<file path="config.mk">
export PLATFORM = sky130hd
export DESIGN_NAME = pwm_table_duty
export DESIGN_NICKNAME = d
export VERILOG_FILES = /design/src/rtl/pwm_pkg.sv /design/src/rtl/pwm_rst_sync.sv /design/src/rtl/pwm_period_ctr.sv /design/src/rtl/pwm_duty_decode.sv /design/src/rtl/pwm_table_duty.sv
export SDC_FILE = /design/constraint.sdc
export NUM_CORES = 1
export LEC_CHECK = 0
export ABC_AREA = 1
export ABC_CLOCK_PERIOD_IN_PS = 800
export CORE_UTILIZATION = 25
export CTS_CLUSTER_DIAMETER = 30
export DETAILED_ROUTE_END_ITERATION = 12
export DONT_BUFFER_PORTS = 1
export GPL_ROUTABILITY_DRIVEN = 0
export HOLD_SLACK_MARGIN = 0.06
export SLEW_MARGIN = 20
export SYNTH_ARGS = -nofsm -noshare
export SYNTH_HDL_FRONTEND = slang
export SYNTH_SLANG_ARGS = --single-unit
</file>
<file path="constraint.sdc">
create_clock -name clk -period 0.8 [get_ports clk]
set_input_delay 0.24 -clock clk [delete_from_list [all_inputs] [get_ports clk]]
set_output_delay 0.24 -clock clk [all_outputs]
set_load 0.01 [all_outputs]
</file>
<file path="src/rtl/pwm_pkg.sv">
package pwm_pkg;

  // High-time threshold, in clock cycles, for a given duty code and period.
  function automatic int unsigned duty_thresh(input logic [3:0] code,
                                              input int unsigned period);
    int unsigned t;
    if (code <= 4'd9) begin
      t = (period * int'(code)) / 10;
    end else if (code == 4'hF) begin
      t = (period * 98) / 100;
    end else if (code == 4'hE) begin
      t = (period * 3) / 4;
    end else begin
      t = period / 2;
    end
    return t;
  endfunction

endpackage

</file>
<file path="src/rtl/pwm_rst_sync.sv">
module pwm_rst_sync #(
  parameter int STAGES = 2
) (
  input  logic clk,
  input  logic rst_n,
  output logic rst_sync_n
);
  logic [STAGES-1:0] chain_q;
  logic [STAGES-1:0] chain_d;

  always_comb begin
    chain_d = {chain_q[STAGES-2:0], 1'b1};
  end

  always_ff @(posedge clk or negedge rst_n) begin
    if (!rst_n) chain_q <= '0;
    else        chain_q <= chain_d;
  end

  assign rst_sync_n = chain_q[STAGES-1];
endmodule

</file>
<file path="src/rtl/pwm_period_ctr.sv">
module pwm_period_ctr #(
  parameter int PERIOD = 2500,
  parameter int CW     = $clog2(PERIOD)
) (
  input  logic          clk,
  input  logic          rst_n,
  output logic [CW-1:0] cnt_q,
  output logic [CW-1:0] cnt_nxt,
  output logic          wrap
);
  localparam logic [CW-1:0] LAST = CW'(PERIOD - 1);

  always_comb begin
    wrap    = (cnt_q == LAST);
    cnt_nxt = wrap ? '0 : cnt_q + 1'b1;
  end

  always_ff @(posedge clk or negedge rst_n) begin
    if (!rst_n) cnt_q <= '0;
    else        cnt_q <= cnt_nxt;
  end

  // counter never leaves its range
  assert_cnt_range_R1: assert property (@(posedge clk) disable iff (!rst_n)
    cnt_q <= LAST);

  // last count is followed by zero
  assert_cnt_wrap_R1: assert property (@(posedge clk) disable iff (!rst_n)
    (cnt_q == LAST) |=> (cnt_q == '0));
endmodule

</file>
<file path="src/rtl/pwm_duty_decode.sv">
module pwm_duty_decode #(
  parameter int PERIOD = 2500,
  parameter int TW     = $clog2(PERIOD + 1)
) (
  input  logic [3:0]    code,
  output logic [TW-1:0] thresh
);
  import pwm_pkg::*;

  // Sixteen thresholds computed once at elaboration.
  logic [TW-1:0] lut [16];

  for (genvar g = 0; g < 16; g++) begin : g_lut
    assign lut[g] = TW'(duty_thresh(4'(g), PERIOD));
  end

  always_comb begin
    thresh = lut[code];
  end
endmodule

</file>
<file path="src/rtl/pwm_table_duty.sv">
module pwm_table_duty #(
  parameter int CLK_HZ = 50_000_000,
  parameter int PWM_HZ = 20_000
) (
  input  logic       clk,
  input  logic       rst_n,
  input  logic [3:0] duty_code,
  output logic       pwm_out
);
  localparam int PERIOD = CLK_HZ / PWM_HZ;
  localparam int CW     = $clog2(PERIOD);
  localparam int TW     = $clog2(PERIOD + 1);

  logic          rst_sync_n;
  logic [CW-1:0] cnt_q;
  logic [CW-1:0] cnt_nxt;
  logic          wrap;
  logic [3:0]    code_q;
  logic [3:0]    code_nxt;
  logic [TW-1:0] thr_nxt;
  logic          pwm_d;
  logic          pwm_q;

  pwm_rst_sync #(.STAGES(2)) u_rst (
    .clk        (clk),
    .rst_n      (rst_n),
    .rst_sync_n (rst_sync_n)
  );

  pwm_period_ctr #(.PERIOD(PERIOD), .CW(CW)) u_ctr (
    .clk     (clk),
    .rst_n   (rst_sync_n),
    .cnt_q   (cnt_q),
    .cnt_nxt (cnt_nxt),
    .wrap    (wrap)
  );

  // Decode the code that will be active next cycle, so the compare
  // lines up with the registered output.
  pwm_duty_decode #(.PERIOD(PERIOD), .TW(TW)) u_dec (
    .code   (code_nxt),
    .thresh (thr_nxt)
  );

  always_comb begin
    code_nxt = wrap ? duty_code : code_q;
    pwm_d    = ({{(TW-CW){1'b0}}, cnt_nxt} < thr_nxt);
  end

  always_ff @(posedge clk or negedge rst_sync_n) begin
    if (!rst_sync_n) begin
      code_q <= '0;
      pwm_q  <= 1'b0;
    end else begin
      if (wrap) code_q <= duty_code;
      pwm_q <= pwm_d;
    end
  end

  assign pwm_out = pwm_q;

  // latched code moves only on entry to count zero
  assert_code_hold_R7: assert property (@(posedge clk) disable iff (!rst_sync_n)
    (cnt_q != '0) |-> $stable(code_q));

  // a pulse can only begin at the first cycle of a period
  assert_rise_at_start_R6: assert property (@(posedge clk) disable iff (!rst_sync_n)
    $rose(pwm_q) |-> (cnt_q == '0));

  // zero code keeps the output low
  assert_zero_low_R8: assert property (@(posedge clk) disable iff (!rst_sync_n)
    (code_q == 4'd0) |-> !pwm_q);

  // no code reaches a full-period pulse; last cycle of a period is low
  assert_last_low_R3: assert property (@(posedge clk) disable iff (!rst_sync_n)
    wrap |-> !pwm_q);

  // output stays low while reset is applied
  assert_reset_low_R9: assert property (@(posedge clk)
    !rst_sync_n |-> !pwm_q);
endmodule

</file>
* Word-level counts from Yosys, hierarchy flattened
Memories as Yosys holds them, arrays and structs flattened.
Index checks and enable logic that the tools add are counted.
** Word-level totals
- Register bits :: 19
- ROM bits :: 192
- Input bits :: 6
- Output and inout port bits :: 1
- Word-level logic and storage cells :: 14
- Memories :: 1
** Memories
- (name not given) :: words 16, width 12, read ports 1, clocked after Yosys merged registers in 0, wr ports 0, RTL line pwm_duty_decode.sv:18 : thresh = lut[code];
** Operators by class
- Add/sub/neg operators :: 1
- Order comparisons :: 2
- Equal/unequal tests :: 1
- Multiplexer cells :: 4
- Bitwise operators :: 1
** Operators with widths (count)
- 2-to-1 mux 12 bit :: 3
- adder 12 x 1 -> 12 bit, second input constant :: 1
- == test 12 bit, second input constant :: 1
- less-than comparator 12 bit :: 1
- greater-or-equal comparator 5 bit, second input constant :: 1
- NOT 4 -> 5 bit :: 1
- 2-to-1 mux 4 bit :: 1

* Logic depth before layout (Yosys ltp)
- Depth after elaboration :: 7
- Gate-level depth with buffers :: 18
- Depth with buffers taken out :: 18

* Modules after synthesis
A second synthesis with hierarchy kept.
** Second synthesis, totals
- Cells, all modules :: 206
- Area total of the unflattened synthesis :: 1502.7 µm²
** By module, submodules not included
- pwm_period_ctr :: instances 1, cells each 85, area each 648.1 µm², seq. area each 300.3 µm²
- pwm_table_duty :: instances 1, cells each 63, area each 486.7 µm², seq. area each 125.1 µm²
- pwm_duty_decode :: instances 1, cells each 55, area each 314.1 µm², seq. area each 0.0 µm²
- pwm_rst_sync :: instances 1, cells each 3, area each 53.8 µm², seq. area each 50.0 µm²

* Worst setup path before layout
Ideal clock, no wire load.
- Kind :: reg-to-reg
- From :: register u_ctr.cnt_q[0]
- To :: register pwm_q (netlist: pwm_out)
- Data arrival time :: 2.225 ns
- Data required time :: 0.674 ns
- Setup slack :: -1.552 ns
- Cell stages (with the launch flop) :: 16
- Period minus slack after synthesis :: 2.352 ns
- Cell sequence :: dfrtp_1 -> ha_1 -> nand2_2 -> nor2_4 -> nand3_4 -> nand2_2 -> nand2_4 -> inv_1 -> ha_1 -> o21ai_1 -> nor2_1 -> a22oi_2 -> ha_1 -> nand4_1 -> nor3_1 -> a21oi_2
** On the way
- Cells in the longest elaborated chain, start to end :: 7
- Elaborated cells on any way between the ends :: 9
- Those cells by class :: add/sub (1); order compare (1); eq/ne (1); mux (4); bitwise (1); memory (1)
** Ends and longest elaborated chain
- start, declared :: RTL line pwm_period_ctr.sv:7 : output logic [CW-1:0] cnt_q,
- start signal, assigned :: RTL line pwm_period_ctr.sv:20 : else cnt_q <= cnt_nxt;
- == test 12 bit :: RTL line pwm_period_ctr.sv:14 : wrap = (cnt_q == LAST);
- 2-to-1 mux 4 bit
- via code_nxt[0] :: RTL line pwm_table_duty.sv:19 : logic [3:0] code_nxt;
- NOT 4 -> 5 bit (implied by the code) :: RTL line pwm_duty_decode.sv:18
- memory (16 x 12 bit)
- 2-to-1 mux 12 bit (implied by the code) (2 in series) :: RTL line pwm_duty_decode.sv:18
- less-than comparator 12 bit :: RTL line pwm_table_duty.sv:47 : pwm_d = ({{(TW-CW){1'b0}}, cnt_nxt} < thr_nxt);
- via pwm_d :: RTL line pwm_table_duty.sv:21 : logic pwm_d;
- end signal, assigned :: RTL line pwm_table_duty.sv:56 : pwm_q <= pwm_d;
- end, declared :: RTL line pwm_table_duty.sv:22 : logic pwm_q;
The timed path passes the listed nets, and every way through them passes these cells. The select of a mux whose other input is x is not followed.

* Final worst setup path
- From :: register u_ctr.cnt_q[0]
- To :: register pwm_q (netlist: pwm_out)
** On the way
- Cells in the longest elaborated chain, start to end :: 7
- Elaborated cells on any way between the ends :: 9
- Those cells by class :: add/sub (1); order compare (1); eq/ne (1); mux (4); bitwise (1); memory (1)
** Ends and longest elaborated chain (RTL line)
- == test 12 bit :: pwm_period_ctr.sv:14
- 2-to-1 mux 4 bit
- NOT 4 -> 5 bit (implied by the code) :: pwm_duty_decode.sv:18
- memory (16 x 12 bit)
- 2-to-1 mux 12 bit (implied by the code) (2 in series) :: pwm_duty_decode.sv:18
- less-than comparator 12 bit (*) :: pwm_table_duty.sv:47
- via pwm_d :: pwm_table_duty.sv:21
The timed path passes the listed nets; every way through them passes the cells marked *. The select of a mux whose other input is x is not followed.

==> key figures <==
Run status
  • Status: finished, violations left
  • Failing checks: negative setup slack

Yosys
  • Register area share after synthesis: 32.5%
  • Flop and latch count out of synthesis: 19
  • Synthesized instance count: 188
  • Distinct cells, synth: 33
  • Ys Warns: 0
  • Yosys top cell area share: 32.5%
  • Mapped Area: 1460 µm²
  • Mapped Nets: 209
  • Synth top area cells: dfrtp_1 (32%), ha_1 (13%), nand2_1 (9.5%), inv_1 (6.7%), nor2_1 (5.6%)
  • Leading area contributor after synthesis: dfrtp_1
  • Syn Area/Cell: 7.79 µm²

Timing
  • Share of the clock period used by the worst path: 306%
  • Max Slew Vio Count: 0
  • Fin. Hold Viols: 0
  • Achievable frequency: 0.409 GHz
  • Clock Skew: 5.05 ps
  • Final Setup Violations: 18
  • Min Tclk post-route: 2450 ps
  • RSZ-0062 raised after global routing: true
  • Worst Slack Setup Final: -1650 ps

Die
  • Initial Utilization: 26.3%
  • Die X: 78.5 µm
  • Core area: 5570 µm²
  • Die area: 6170 µm²
  • Die Y: 78.5 µm
  • Cell row count: 27
  • Ports: 7

Power
  • Cell area power density: 749 nW/µm²
  • Pint: 1330 µW
  • Reg power frac: 57.7%
  • Net Sw Frac: 20.7%
  • Max IR drop VDD: 0.407 mV
  • Clk pwr share: 40.6%
  • Pleak: 0.00111 µW
  • Comb pwr share: 1.8%
  • Psw: 347 µW

Clocking
  • Clock transition at path regs: 70 ps
  • Htree depth: 1
  • Max Root-Sink Buffers: 2
  • Number of CTS-inserted buffers: 3
  • Clock sinks: 19
  • Worst-Skew Late Latency: 260 ps
  • CTS tree: built
  • Clock tree root driver cell: clkbuf_8

Route
  • Vias per inst: 4.31
  • Pre-antenna DRT Iters: 4
  • Detail Route met2 WL: 1720 µm
  • Met3 routed WL: 121 µm
  • Top sig layer: met4
  • DR WL/cell: 10.9 µm
  • DRC Markers: 0
  • Final WL: 3550 µm
  • Starting DRT DRC Count: 99
  • DRT met1 WL: 1590 µm
  • Post-route antenna net violation count: 0
  • Via count: 1396

Critical path
  • Kind of critical path: flop to flop
  • CP Launch Type: flop
  • CP Capture Type: flop
  • Critical path fanouts, max: 4
  • Req. time, crit path: 950 ps
  • Critical Path AT: 2600 ps

Final layout
  • Final core occ: 40.1%
  • # diodes: 0
  • Nets: 274
  • FF+latch area: 477 µm²
  • Area added between synthesis and finish: 52.8%
  • Multi-input logic area: 1010 µm²
  • Fin cells: 324
  • Layout cell share with drive strength beyond 1: 49.2%
  • Filler Cell Count: 568
  • Post-Layout Inst Area: 2240 µm²

Placement
  • IO buf count: 0
  • Placed insts: 302
  • Placed Area: 1890 µm²
  • Final HPWL DP: 2800 µm

Global routing
  • Vias in the first global route: 1444
  • Largest net degree at the start of global routing: 18
  • Initial antenna violation count: 0
  • First-pass GRT wire length: 6390 µm
  • Tot GR Track Use: 13.4%
  • Congestion Overflow GR: 0

Run
  • Maximum Capacitance Violations: 0

Worst hold path
  • HP Class: flop to asynchronous set/reset pin
==> worst max-delay path, cell delays in order, from the launching register on <==
cell and delay, ps:
dfrtp_1 400, ha_4 180, nand3_2 100, nor2_4 120, nand3b_1 130, nand2_4 130
buf_12 110, ha_4 120, o21ai_1 60, nor2_1 180, a22oi_2 110, ha_1 300
nand4_1 150, o221ai_2 210, a21oi_2 40
==> through the flow <==
stage	TNS (ps)	hold slack, ps	total power (µW)	setup WS [ps]
2_1_floorplan	-7510	-55.6	999	-1490
3_3_place_gp	-11340	-55.5	1010	-1620
3_5_place_dp	-11700	-55.5	1010	-1660
4_1_cts	-12540	195	1700	-1640
5_1_grt	-14200	205	1750	-1810
6_report	-12340	186	1680	-1650
==> registers in the layout, summed over array words and instances (netlist names) <==
signal	flops
u_rst.chain_q	2
pwm_out	1
code_q	4
u_ctr.cnt_q	12
==> cells in the final DEF, fill, tap and decap left out, types with 3 or more instances in the layout <==
master    netlist  routed
nor2_2          3       9
nand2_4         4       6
clkbuf_8        0       3
o21ai_1         2       3
nand2_2         6       9
buf_4           0      56
a21oi_1         7       6
inv_4           1       3
inv_2           6       9
dfrtp_1        19      18
nand3_2         0       4
ha_1           15      13
nor2_4          4       7
nand2_1        37      32
nand3_1        10       6
inv_1          26      21
nor2_1         22      13
==> path summary, 6_finish.rpt <==
path,start,to,slack (ps),cells after the start
min in group clk,u_rst.chain_q[0],u_rst.chain_q[1],350,0
worst min register to register,u_rst.chain_q[1],u_ctr.cnt_q[5],190,1
worst max-delay path,u_ctr.cnt_q[0],pwm_out,-1650,14
worst max register to register,u_ctr.cnt_q[0],pwm_out,-1650,14
max in group asynchronous,u_rst.chain_q[1],u_ctr.cnt_q[9],410,1
worst min-delay path,u_rst.chain_q[1],u_ctr.cnt_q[5],190,1
==> cell families (layout without fill, tap and decap cells) <==
kind of cell / Yosys count / after routing / share of synthesized area [%]
xor gates and xnor gates: 1 / 1 / 0.598
buffers and inverters: 34 / 98 / 8.89
other: 1 / 1 / 0.256
AOI/OAI and AO/OA: 20 / 20 / 9.15
DFF: 19 / 19 / 32.5
and+or+nand+nor: 98 / 98 / 35.8
adders and majority gates: 15 / 15 / 12.8
==> final cells by class <==
| type | count | area share (%) |
|---|---|---|
| Inverter | 34 | 6.04 |
| Clock buffer | 4 | 2.01 |
| Tap cell | 72 | 4.03 |
| Multi-Input combinational cell | 135 | 45.1 |
| Sequential cell | 19 | 21.3 |
| Timing Repair Buffer | 60 | 21.5 |
==> cells in the mapped netlist <==
| cell type | number |
|---|---|
| inv_2 | 6 |
| nand3b_1 | 2 |
| nor3_1 | 3 |
| nand3_1 | 10 |
| dfrtp_1 | 19 |
| o21ai_0 | 3 |
| nand2_2 | 6 |
| clkinv_1 | 1 |
| o21bai_1 | 1 |
| nand2_1 | 37 |
| a32oi_1 | 1 |
| nand4_1 | 2 |
| a221o_1 | 1 |
| o211a_1 | 1 |
| a21oi_1 | 7 |
| inv_1 | 26 |
| nor2_1 | 22 |
| nor2_4 | 4 |
| a21oi_2 | 1 |
| inv_4 | 1 |
| nor3_2 | 2 |
| nor2_2 | 3 |
| nand3_4 | 1 |
| or2_2 | 1 |
| o221ai_1 | 1 |
| ha_1 | 15 |
| a22oi_2 | 1 |
| xor2_1 | 1 |
| a211oi_1 | 1 |
| o21ai_1 | 2 |
| nand2_4 | 4 |
| conb_1 | 1 |
| nor2_8 | 1 |
==> layer usage <==
layer | vias up | GRT usage (%)
met4 | 0 | 7.96
met5 | - | 0
met1 | 622 | 16.1
met2 | 27 | 23.3
li1 | 738 | -
met3 | 9 | 0.930
==> what timing repair did <==
action | CTS | global route
hold buffers | 1 | 0
hold endpoints to repair | 2 | 0
setup endpoints to repair | 18 | 18
pin swaps | 19 | 7
gates resized for setup | 27 | 13
buffers inserted | 15 | 2
==> power by group through the flow <==
stage	logic [µW]	clock network, µW	registers (µW)
after floorplan	2.82	0	996
after CTS	30.7	701	966
after global routing	33.1	754	966
after detailed placement	25.0	0	985
after global placement	24.2	0	985
final	29.4	680	966
Power figures use the tool's default switching activity.
